==> config.mk <==
export PLATFORM = sky130hd
export DESIGN_NAME = fpe_ctrl
export DESIGN_NICKNAME = d
export VERILOG_FILES = /design/src/rtl/fpe_pkg.sv /design/src/rtl/fpe_rst_sync.sv /design/src/rtl/fpe_regs.sv /design/src/rtl/fpe_mask.sv /design/src/rtl/fpe_seq.sv /design/src/rtl/fpe_ctrl.sv
export SDC_FILE = /design/constraint.sdc
export NUM_CORES = 1
export LEC_CHECK = 0
export ABC_AREA = 1
export CAP_MARGIN = 20
export CORE_UTILIZATION = 61
export DETAILED_ROUTE_END_ITERATION = 6
export DONT_BUFFER_PORTS = 1
export GPL_TIMING_DRIVEN = 0
export MAX_ROUTING_LAYER = met4
export PLACE_DENSITY = 0.77
export SLEW_MARGIN = 25
export SYNTH_ARGS = -nofsm -noshare
export SYNTH_HDL_FRONTEND = slang
export SYNTH_SLANG_ARGS = --single-unit
==> constraint.sdc <==
create_clock -name clk -period 1.2 [get_ports clk]
set_clock_uncertainty 0.2 [all_clocks]
set_input_delay 0.06 -clock clk [delete_from_list [all_inputs] [get_ports clk]]
set_output_delay 0.06 -clock clk [all_outputs]
set_load 0.05 [all_outputs]
==> src/rtl/fpe_pkg.sv <==
package fpe_pkg;
  typedef enum logic [1:0] {
    ST_IDLE = 2'd0,
    ST_PRE  = 2'd1,
    ST_MAIN = 2'd2,
    ST_DONE = 2'd3
  } seq_st_e;
endpackage

==> src/rtl/fpe_rst_sync.sv <==
module fpe_rst_sync (
  input  logic clk,
  input  logic arst_n,
  output logic rst_n
);
  logic [1:0] sync_q;

  always_ff @(posedge clk or negedge arst_n) begin
    if (!arst_n) sync_q <= 2'b00;
    else         sync_q <= {sync_q[0], 1'b1};
  end

  assign rst_n = sync_q[1];
endmodule

==> src/rtl/fpe_regs.sv <==
module fpe_regs #(
  parameter int NBLK = 8
) (
  input  logic            clk,
  input  logic            rst_n,
  input  logic            wr_en,
  input  logic [NBLK+2:0] wr_data,
  input  logic            pin_gen,
  input  logic            pin_b0,
  output logic [NBLK-1:0] sel_q,
  output logic            mode_q,
  output logic            ses_q,
  output logic            ehv_q,
  output logic            gen_lat,
  output logic            b0_lat,
  output logic            res_clr
);
  localparam int MODE_B = NBLK;
  localparam int SES_B  = NBLK + 1;
  localparam int EHV_B  = NBLK + 2;

  logic            sel_ld;
  logic            ctl_ld;
  logic            pin_ld;
  logic [NBLK-1:0] sel_d;
  logic            mode_d, ses_d, ehv_d;

  // next-state
  always_comb begin
    sel_ld  = wr_en && !ses_q;
    ctl_ld  = wr_en;
    pin_ld  = !ehv_q;
    sel_d   = wr_data[NBLK-1:0];
    mode_d  = wr_data[MODE_B];
    ses_d   = wr_data[SES_B];
    ehv_d   = wr_data[EHV_B];
    res_clr = wr_en && ((wr_data[EHV_B] && !ehv_q) || !wr_data[SES_B]);
  end

  // registers
  always_ff @(posedge clk or negedge rst_n) begin
    if (!rst_n) begin
      sel_q  <= '0;
      mode_q <= 1'b0;
    end else if (sel_ld) begin
      sel_q  <= sel_d;
      mode_q <= mode_d;
    end
  end

  always_ff @(posedge clk or negedge rst_n) begin
    if (!rst_n) begin
      ses_q <= 1'b0;
      ehv_q <= 1'b0;
    end else if (ctl_ld) begin
      ses_q <= ses_d;
      ehv_q <= ehv_d;
    end
  end

  always_ff @(posedge clk or negedge rst_n) begin
    if (!rst_n) begin
      gen_lat <= 1'b0;
      b0_lat  <= 1'b0;
    end else if (pin_ld) begin
      gen_lat <= pin_gen;
      b0_lat  <= pin_b0;
    end
  end

  p_sel_locked_r2: assert property (@(posedge clk) disable iff (!rst_n)
    (wr_en && ses_q) |=> ($stable(sel_q) && $stable(mode_q)));

  p_pin_hold_r3: assert property (@(posedge clk) disable iff (!rst_n)
    ehv_q |=> (!ehv_q || ($stable(gen_lat) && $stable(b0_lat))));
endmodule

==> src/rtl/fpe_mask.sv <==
module fpe_mask #(
  parameter int NBLK = 8
) (
  input  logic [NBLK-1:0] sel,
  input  logic            gen_lat,
  input  logic            b0_lat,
  output logic [NBLK-1:0] en_mask,
  output logic            any_en
);
  for (genvar i = 0; i < NBLK; i++) begin : g_blk
    if (i == 0) begin : g_low
      assign en_mask[i] = sel[i] & b0_lat;
    end else begin : g_rest
      assign en_mask[i] = sel[i] & gen_lat;
    end
  end

  assign any_en = |en_mask;
endmodule

==> src/rtl/fpe_seq.sv <==
module fpe_seq #(
  parameter int PHASE_CYC = 4
) (
  input  logic clk,
  input  logic rst_n,
  input  logic go,
  input  logic mode_erase,
  input  logic any_en,
  input  logic pre_ok,
  input  logic main_ok,
  input  logic res_clr,
  output logic busy,
  output logic good,
  output logic pefi
);
  import fpe_pkg::*;

  localparam int CW = (PHASE_CYC > 1) ? $clog2(PHASE_CYC) : 1;
  localparam logic [CW-1:0] LAST = CW'(PHASE_CYC - 1);

  seq_st_e       st_q, st_d;
  logic [CW-1:0] cnt_q, cnt_d;
  logic          good_d, pefi_d;
  logic          last;

  assign last = (cnt_q == LAST);

  // next-state
  always_comb begin
    st_d   = st_q;
    cnt_d  = cnt_q;
    good_d = good;
    pefi_d = pefi;
    unique case (st_q)
      ST_IDLE: begin
        if (go) begin
          cnt_d = '0;
          if (any_en) begin
            st_d = mode_erase ? ST_PRE : ST_MAIN;
          end else begin
            st_d   = ST_DONE;
            good_d = 1'b1;
          end
        end
      end
      ST_PRE: begin
        if (!go) begin
          st_d = ST_IDLE;
        end else if (last) begin
          cnt_d = '0;
          if (pre_ok) begin
            st_d = ST_MAIN;
          end else begin
            st_d   = ST_DONE;
            good_d = 1'b0;
            pefi_d = 1'b0;
          end
        end else begin
          cnt_d = cnt_q + CW'(1);
        end
      end
      ST_MAIN: begin
        if (!go) begin
          st_d = ST_IDLE;
        end else if (last) begin
          st_d   = ST_DONE;
          good_d = main_ok;
          pefi_d = !main_ok && mode_erase;
        end else begin
          cnt_d = cnt_q + CW'(1);
        end
      end
      ST_DONE: begin
        if (!go) st_d = ST_IDLE;
      end
      default: st_d = ST_IDLE;
    endcase
    if (res_clr) begin
      good_d = 1'b0;
      pefi_d = 1'b0;
    end
  end

  // registers
  always_ff @(posedge clk or negedge rst_n) begin
    if (!rst_n) begin
      st_q  <= ST_IDLE;
      cnt_q <= '0;
      good  <= 1'b0;
      pefi  <= 1'b0;
    end else begin
      st_q  <= st_d;
      cnt_q <= cnt_d;
      good  <= good_d;
      pefi  <= pefi_d;
    end
  end

  assign busy = (st_q == ST_PRE) || (st_q == ST_MAIN);

  p_start_r5: assert property (@(posedge clk) disable iff (!rst_n)
    $rose(busy) |-> $past(go && any_en));

  p_good_busy_r7: assert property (@(posedge clk) disable iff (!rst_n)
    busy |-> !good);

  p_res_clr_r8: assert property (@(posedge clk) disable iff (!rst_n)
    res_clr |=> (!good && !pefi));

  p_pefi_qual_r9: assert property (@(posedge clk) disable iff (!rst_n)
    pefi |-> (!good && mode_erase));

  p_abort_r10: assert property (@(posedge clk) disable iff (!rst_n)
    (busy && !go) |=> !busy);
endmodule

==> src/rtl/fpe_ctrl.sv <==
module fpe_ctrl #(
  parameter int NBLK      = 8,
  parameter int PHASE_CYC = 4
) (
  input  logic            clk,
  input  logic            arst_n,
  input  logic            wr_en,
  input  logic [NBLK+2:0] wr_data,
  input  logic            pin_gen_en,
  input  logic            pin_b0_en,
  input  logic            pre_ok,
  input  logic            main_ok,
  output logic [NBLK-1:0] sel_o,
  output logic            mode_o,
  output logic            hvs_o,
  output logic            good_o,
  output logic            fail_ph_o,
  output logic            gen_stat_o,
  output logic            b0_stat_o
);
  logic            rst_n;
  logic            ses_q, ehv_q, res_clr;
  logic            gen_lat, b0_lat;
  logic [NBLK-1:0] en_mask;
  logic            any_en;

  fpe_rst_sync u_rst (
    .clk    (clk),
    .arst_n (arst_n),
    .rst_n  (rst_n)
  );

  fpe_regs #(.NBLK(NBLK)) u_regs (
    .clk     (clk),
    .rst_n   (rst_n),
    .wr_en   (wr_en),
    .wr_data (wr_data),
    .pin_gen (pin_gen_en),
    .pin_b0  (pin_b0_en),
    .sel_q   (sel_o),
    .mode_q  (mode_o),
    .ses_q   (ses_q),
    .ehv_q   (ehv_q),
    .gen_lat (gen_lat),
    .b0_lat  (b0_lat),
    .res_clr (res_clr)
  );

  fpe_mask #(.NBLK(NBLK)) u_mask (
    .sel     (sel_o),
    .gen_lat (gen_lat),
    .b0_lat  (b0_lat),
    .en_mask (en_mask),
    .any_en  (any_en)
  );

  fpe_seq #(.PHASE_CYC(PHASE_CYC)) u_seq (
    .clk        (clk),
    .rst_n      (rst_n),
    .go         (ehv_q && ses_q),
    .mode_erase (mode_o),
    .any_en     (any_en),
    .pre_ok     (pre_ok),
    .main_ok    (main_ok),
    .res_clr    (res_clr),
    .busy       (hvs_o),
    .good       (good_o),
    .pefi       (fail_ph_o)
  );

  assign gen_stat_o = gen_lat;
  assign b0_stat_o  = b0_lat;

  p_b0_gate_r4: assert property (@(posedge clk) disable iff (!rst_n)
    ($rose(hvs_o) && sel_o == NBLK'(1)) |-> b0_lat);

  p_gen_gate_r4: assert property (@(posedge clk) disable iff (!rst_n)
    ($rose(hvs_o) && !sel_o[0]) |-> gen_lat);

  p_mask_sub_r4: assert property (@(posedge clk) disable iff (!rst_n)
    (en_mask & ~sel_o) == '0);
endmodule

==> flow_summary.yaml <==
timing:
  slew_headroom: 0.493
  rsz0062_at_grt: "yes"
  finalMaxSlewViolations: 0
  hold_viol: 0
  finalCriticalPeriod_ns: 1.69
  post-route-period-util: 1.41
  setup_violations: 16
  finalWorstSetupSlack_ns: -0.488
  fmax_mhz: 593
  max_slew.worst_pin.slew_ns: 0.761
floorplan:
  dieArea_mm2: 0.00204
  die_w_um: 45.2
  start_util: 0.652
  coreArea_mm2: 0.00175
  io_pins: 32
  rows: 15
  fp.dieH_um: 45.2
synth:
  syn_inst: 131
  synth_area_leader_cell: "dfrtp_1"
  ys_seq_area_frac: 0.462
  synthArstFlopShare: 1.00
  ys_warn_count: 0
  syn_avg_cell_area_um2: 8.68
  netlist_area_mm2: 0.00114
  synthTopCellsByArea: "dfrtp_1 (46%), nand2_1 (12%), mux2_2 (8.9%)"
  synth_edf_count: 0
  syn_nets: 154
  yosys_most_used_dff: "dfrtp_1"
  synthTopCellsByCount: "nand2_1 (36), dfrtp_1 (21), inv_1 (14), nor2_1 (11), mux2_2 (9)"
  synth_most_common_cell: "nand2_1"
  synth_top_cell_area_share: 0.462
  synth-seq-cells: 21
  synthDistinctLibCells: 20
clock_tree:
  cts_sinks: 21
  cts_tree: "built"
  insertion_delay_ns: 0.33
  cts_max_level: 1
  cts-buffers-inserted: 3
  clock_path_buffers: 2
  root_buffer: "clkbuf_4"
  clkSlewWorstSetupHoldPaths_ns: 0.14
run_status:
  violations: "negative setup slack"
  outcome: "finished with violations"
power_and_ir_drop:
  power.density_mw_per_mm2: 2390
  p_leak_uw: 0.000714
  vdd_drop_max_mv: 2.05
  total_power_uw: 3740
route:
  via_per_inst: 5.78
  drc: 0
  postRouteWirelength_um: 3310
  drt_first_pass_iters: 4
  num_vias: 1076
  wl_per_cell_um: 17.8
  highest_layer: "met4"
  wl_met1_um: 1240
  wl_met3_um: 184
  antenna_left: 0
  wl_met2_um: 1740
  drt_iter0_markers: 52
job:
  maxCapViolCount: 0
cells_and_area:
  diodes: 0
  fin_util: 0.897
  fin_nets: 185
  layout-drive-gt1-share: 0.429
  n_fill_cell: 80
  area.growth.synth_to_final_pct: 37.6
setup_path:
  cp-start-kind: "register"
  arrival_ns: 1.71
  slowest_delay_ns: 0.47
  critPathCaptureType: "register"
  crit_type: "reg -> reg"
  r2r-start: "u_seq.st_q[0]"
  startpoint: "u_seq.st_q[0]"
  cp_cell_sequence: "inv_4 > ha_4 > inv_2 > nor2_2 > nor2_1 > nand2_1 > nand2_1 > nand2_1 > nand2_1"
  crit_slowest_cell: "dfrtp_2"
  critPathTopFamily: "flip-flops"
  path_common_cell: "nand2_1"
  cp_max_fo: 4
  crit_buf_inv: 2
  worstPathRequired_ns: 1.23
place:
  place.gp.congestion: 0.855
  place_hpwl_um: 1600
  port-buffer-count: 0
global_route:
  antenna_found_initial: 0
  grt_pass1_wl_um: 4170
  grt_pass1_vias: 979
  overflow: 0
  grt_max_degree: 20
  grt_use_total: 0.312
min_path:
  hp-class: "reg -> async"
-- kinds of logic (layout without fill, tap and decap cells) --
logic type | after synthesis | count (layout) | synth area share
AO/OA/AOI/OAI | 13 | 13 | 0.0671
multiplexers | 9 | 9 | 0.0891
flip-flops | 21 | 21 | 0.462
AND/OR/NAND/NOR | 66 | 67 | 0.270
buffers and inverters | 16 | 45 | 0.0539
other | 1 | 1 | 0.00330
adder cells (fa/ha/maj) | 5 | 5 | 0.0550
-- state kept, by name (all words and copies together) (netlist names) --
name / cells
u_rst.sync_q: 2
u_regs.ses_q: 1
u_regs.b0_lat: 1
u_regs.sel_q: 8
u_regs.ehv_q: 1
u_seq.st_q: 2
u_regs.mode_q: 1
u_regs.gen_lat: 1
u_seq.pefi: 1
u_seq.cnt_q: 2
u_seq.good: 1
-- layout make-up --
class / count / area, um2 / area share
clock inverter: 1 / 5.00 / 0.00320
inverter: 15 / 61.3 / 0.0392
multi-input combinational: 95 / 652 / 0.416
sequential: 21 / 543 / 0.347
tap: 25 / 31.3 / 0.0200
timing repair buffer: 26 / 250 / 0.160
clock buffer: 3 / 22.5 / 0.0144
-- layer usage --
| metal | track usage | vias up |
|---|---|---|
| li1 | - | 476 |
| met1 | 0.329 | 522 |
| met2 | 0.583 | 60 |
| met3 | 0.0360 | 18 |
| met4 | 0.127 | 0 |
| met5 | - | - |
-- path summary, 6_finish.rpt --
| check | to | slack (ns) | cells after the start |
|---|---|---|---|
| hold / removal | u_regs.sel_q[0] | 0.13 | 0 |
| setup / recovery | u_seq.good | -0.49 | 9 |
| max in group asynchronous | u_seq.pefi | 0.14 | 0 |
| setup reg to reg | u_seq.good | -0.49 | 9 |
| min in group clk | u_regs.ses_q | 0.16 | 3 |
| hold reg to reg | u_regs.sel_q[0] | 0.13 | 0 |
-- stage by stage --
stage	cells	hold WS [ns]	area, um2	setup slack [ns]	setup TNS (ns)
after global routing	186	0.181	1570	-0.571	-3.89
after floorplan	131	-0.436	1170	-0.296	-1.51
final	186	0.125	1570	-0.488	-3.47
after CTS	181	0.137	1440	-0.431	-3.11
after global placement	156	-0.436	1200	-0.392	-2.75
after detailed placement	156	-0.436	1200	-0.420	-3.11
-- where the power goes --
part	internal, uW	switching (uW)	total (uW)
Combinational	854	1150	2010
Clock	125	257	382
Sequential	876	473	1350
Total	1860	1880	3740
-- cell usage in the layout, fill, tap and decap left out --
| master | netlist | routed |
|---|---|---|
| inv_2 | 1 | 6 |
| dlygate4sd3_1 | 0 | 17 |
| ha_2 | 0 | 2 |
| inv_4 | 0 | 2 |
| nand2_4 | 0 | 3 |
| o21ai_0 | 3 | 2 |
| o21ai_1 | 4 | 3 |
| a21oi_2 | 2 | 2 |
| nor2_1 | 11 | 8 |
| inv_1 | 14 | 7 |
| dfrtp_1 | 21 | 7 |
| clkbuf_4 | 0 | 3 |
| nand3_2 | 2 | 1 |
| nand3_4 | 0 | 1 |
| nor2_2 | 1 | 2 |
| buf_4 | 0 | 6 |
| o21ai_2 | 1 | 3 |
| dfrtp_2 | 0 | 14 |
| nand2_1 | 36 | 34 |
| nand3_1 | 7 | 7 |
| conb_1 | 1 | 1 |
| buf_6 | 0 | 2 |
| mux2_2 | 9 | 9 |
| nand2_2 | 5 | 5 |
| clkinv_2 | 0 | 1 |
| ha_4 | 0 | 3 |
| dlymetal6s4s_1 | 0 | 1 |
| nand3b_1 | 2 | 2 |
| a21oi_1 | 3 | 3 |
| nor2_4 | 2 | 4 |
-- timing repair --
item	4_1_cts	5_1_grt
setup endpoints to repair	19	16
gates resized for setup	6	26
hold buffers	18	0
buffers inserted	2	6
gates cloned	1	0
pin swaps	3	5
hold endpoints to repair	18	0
No activity file was read; power rests on OpenSTA's default activity.
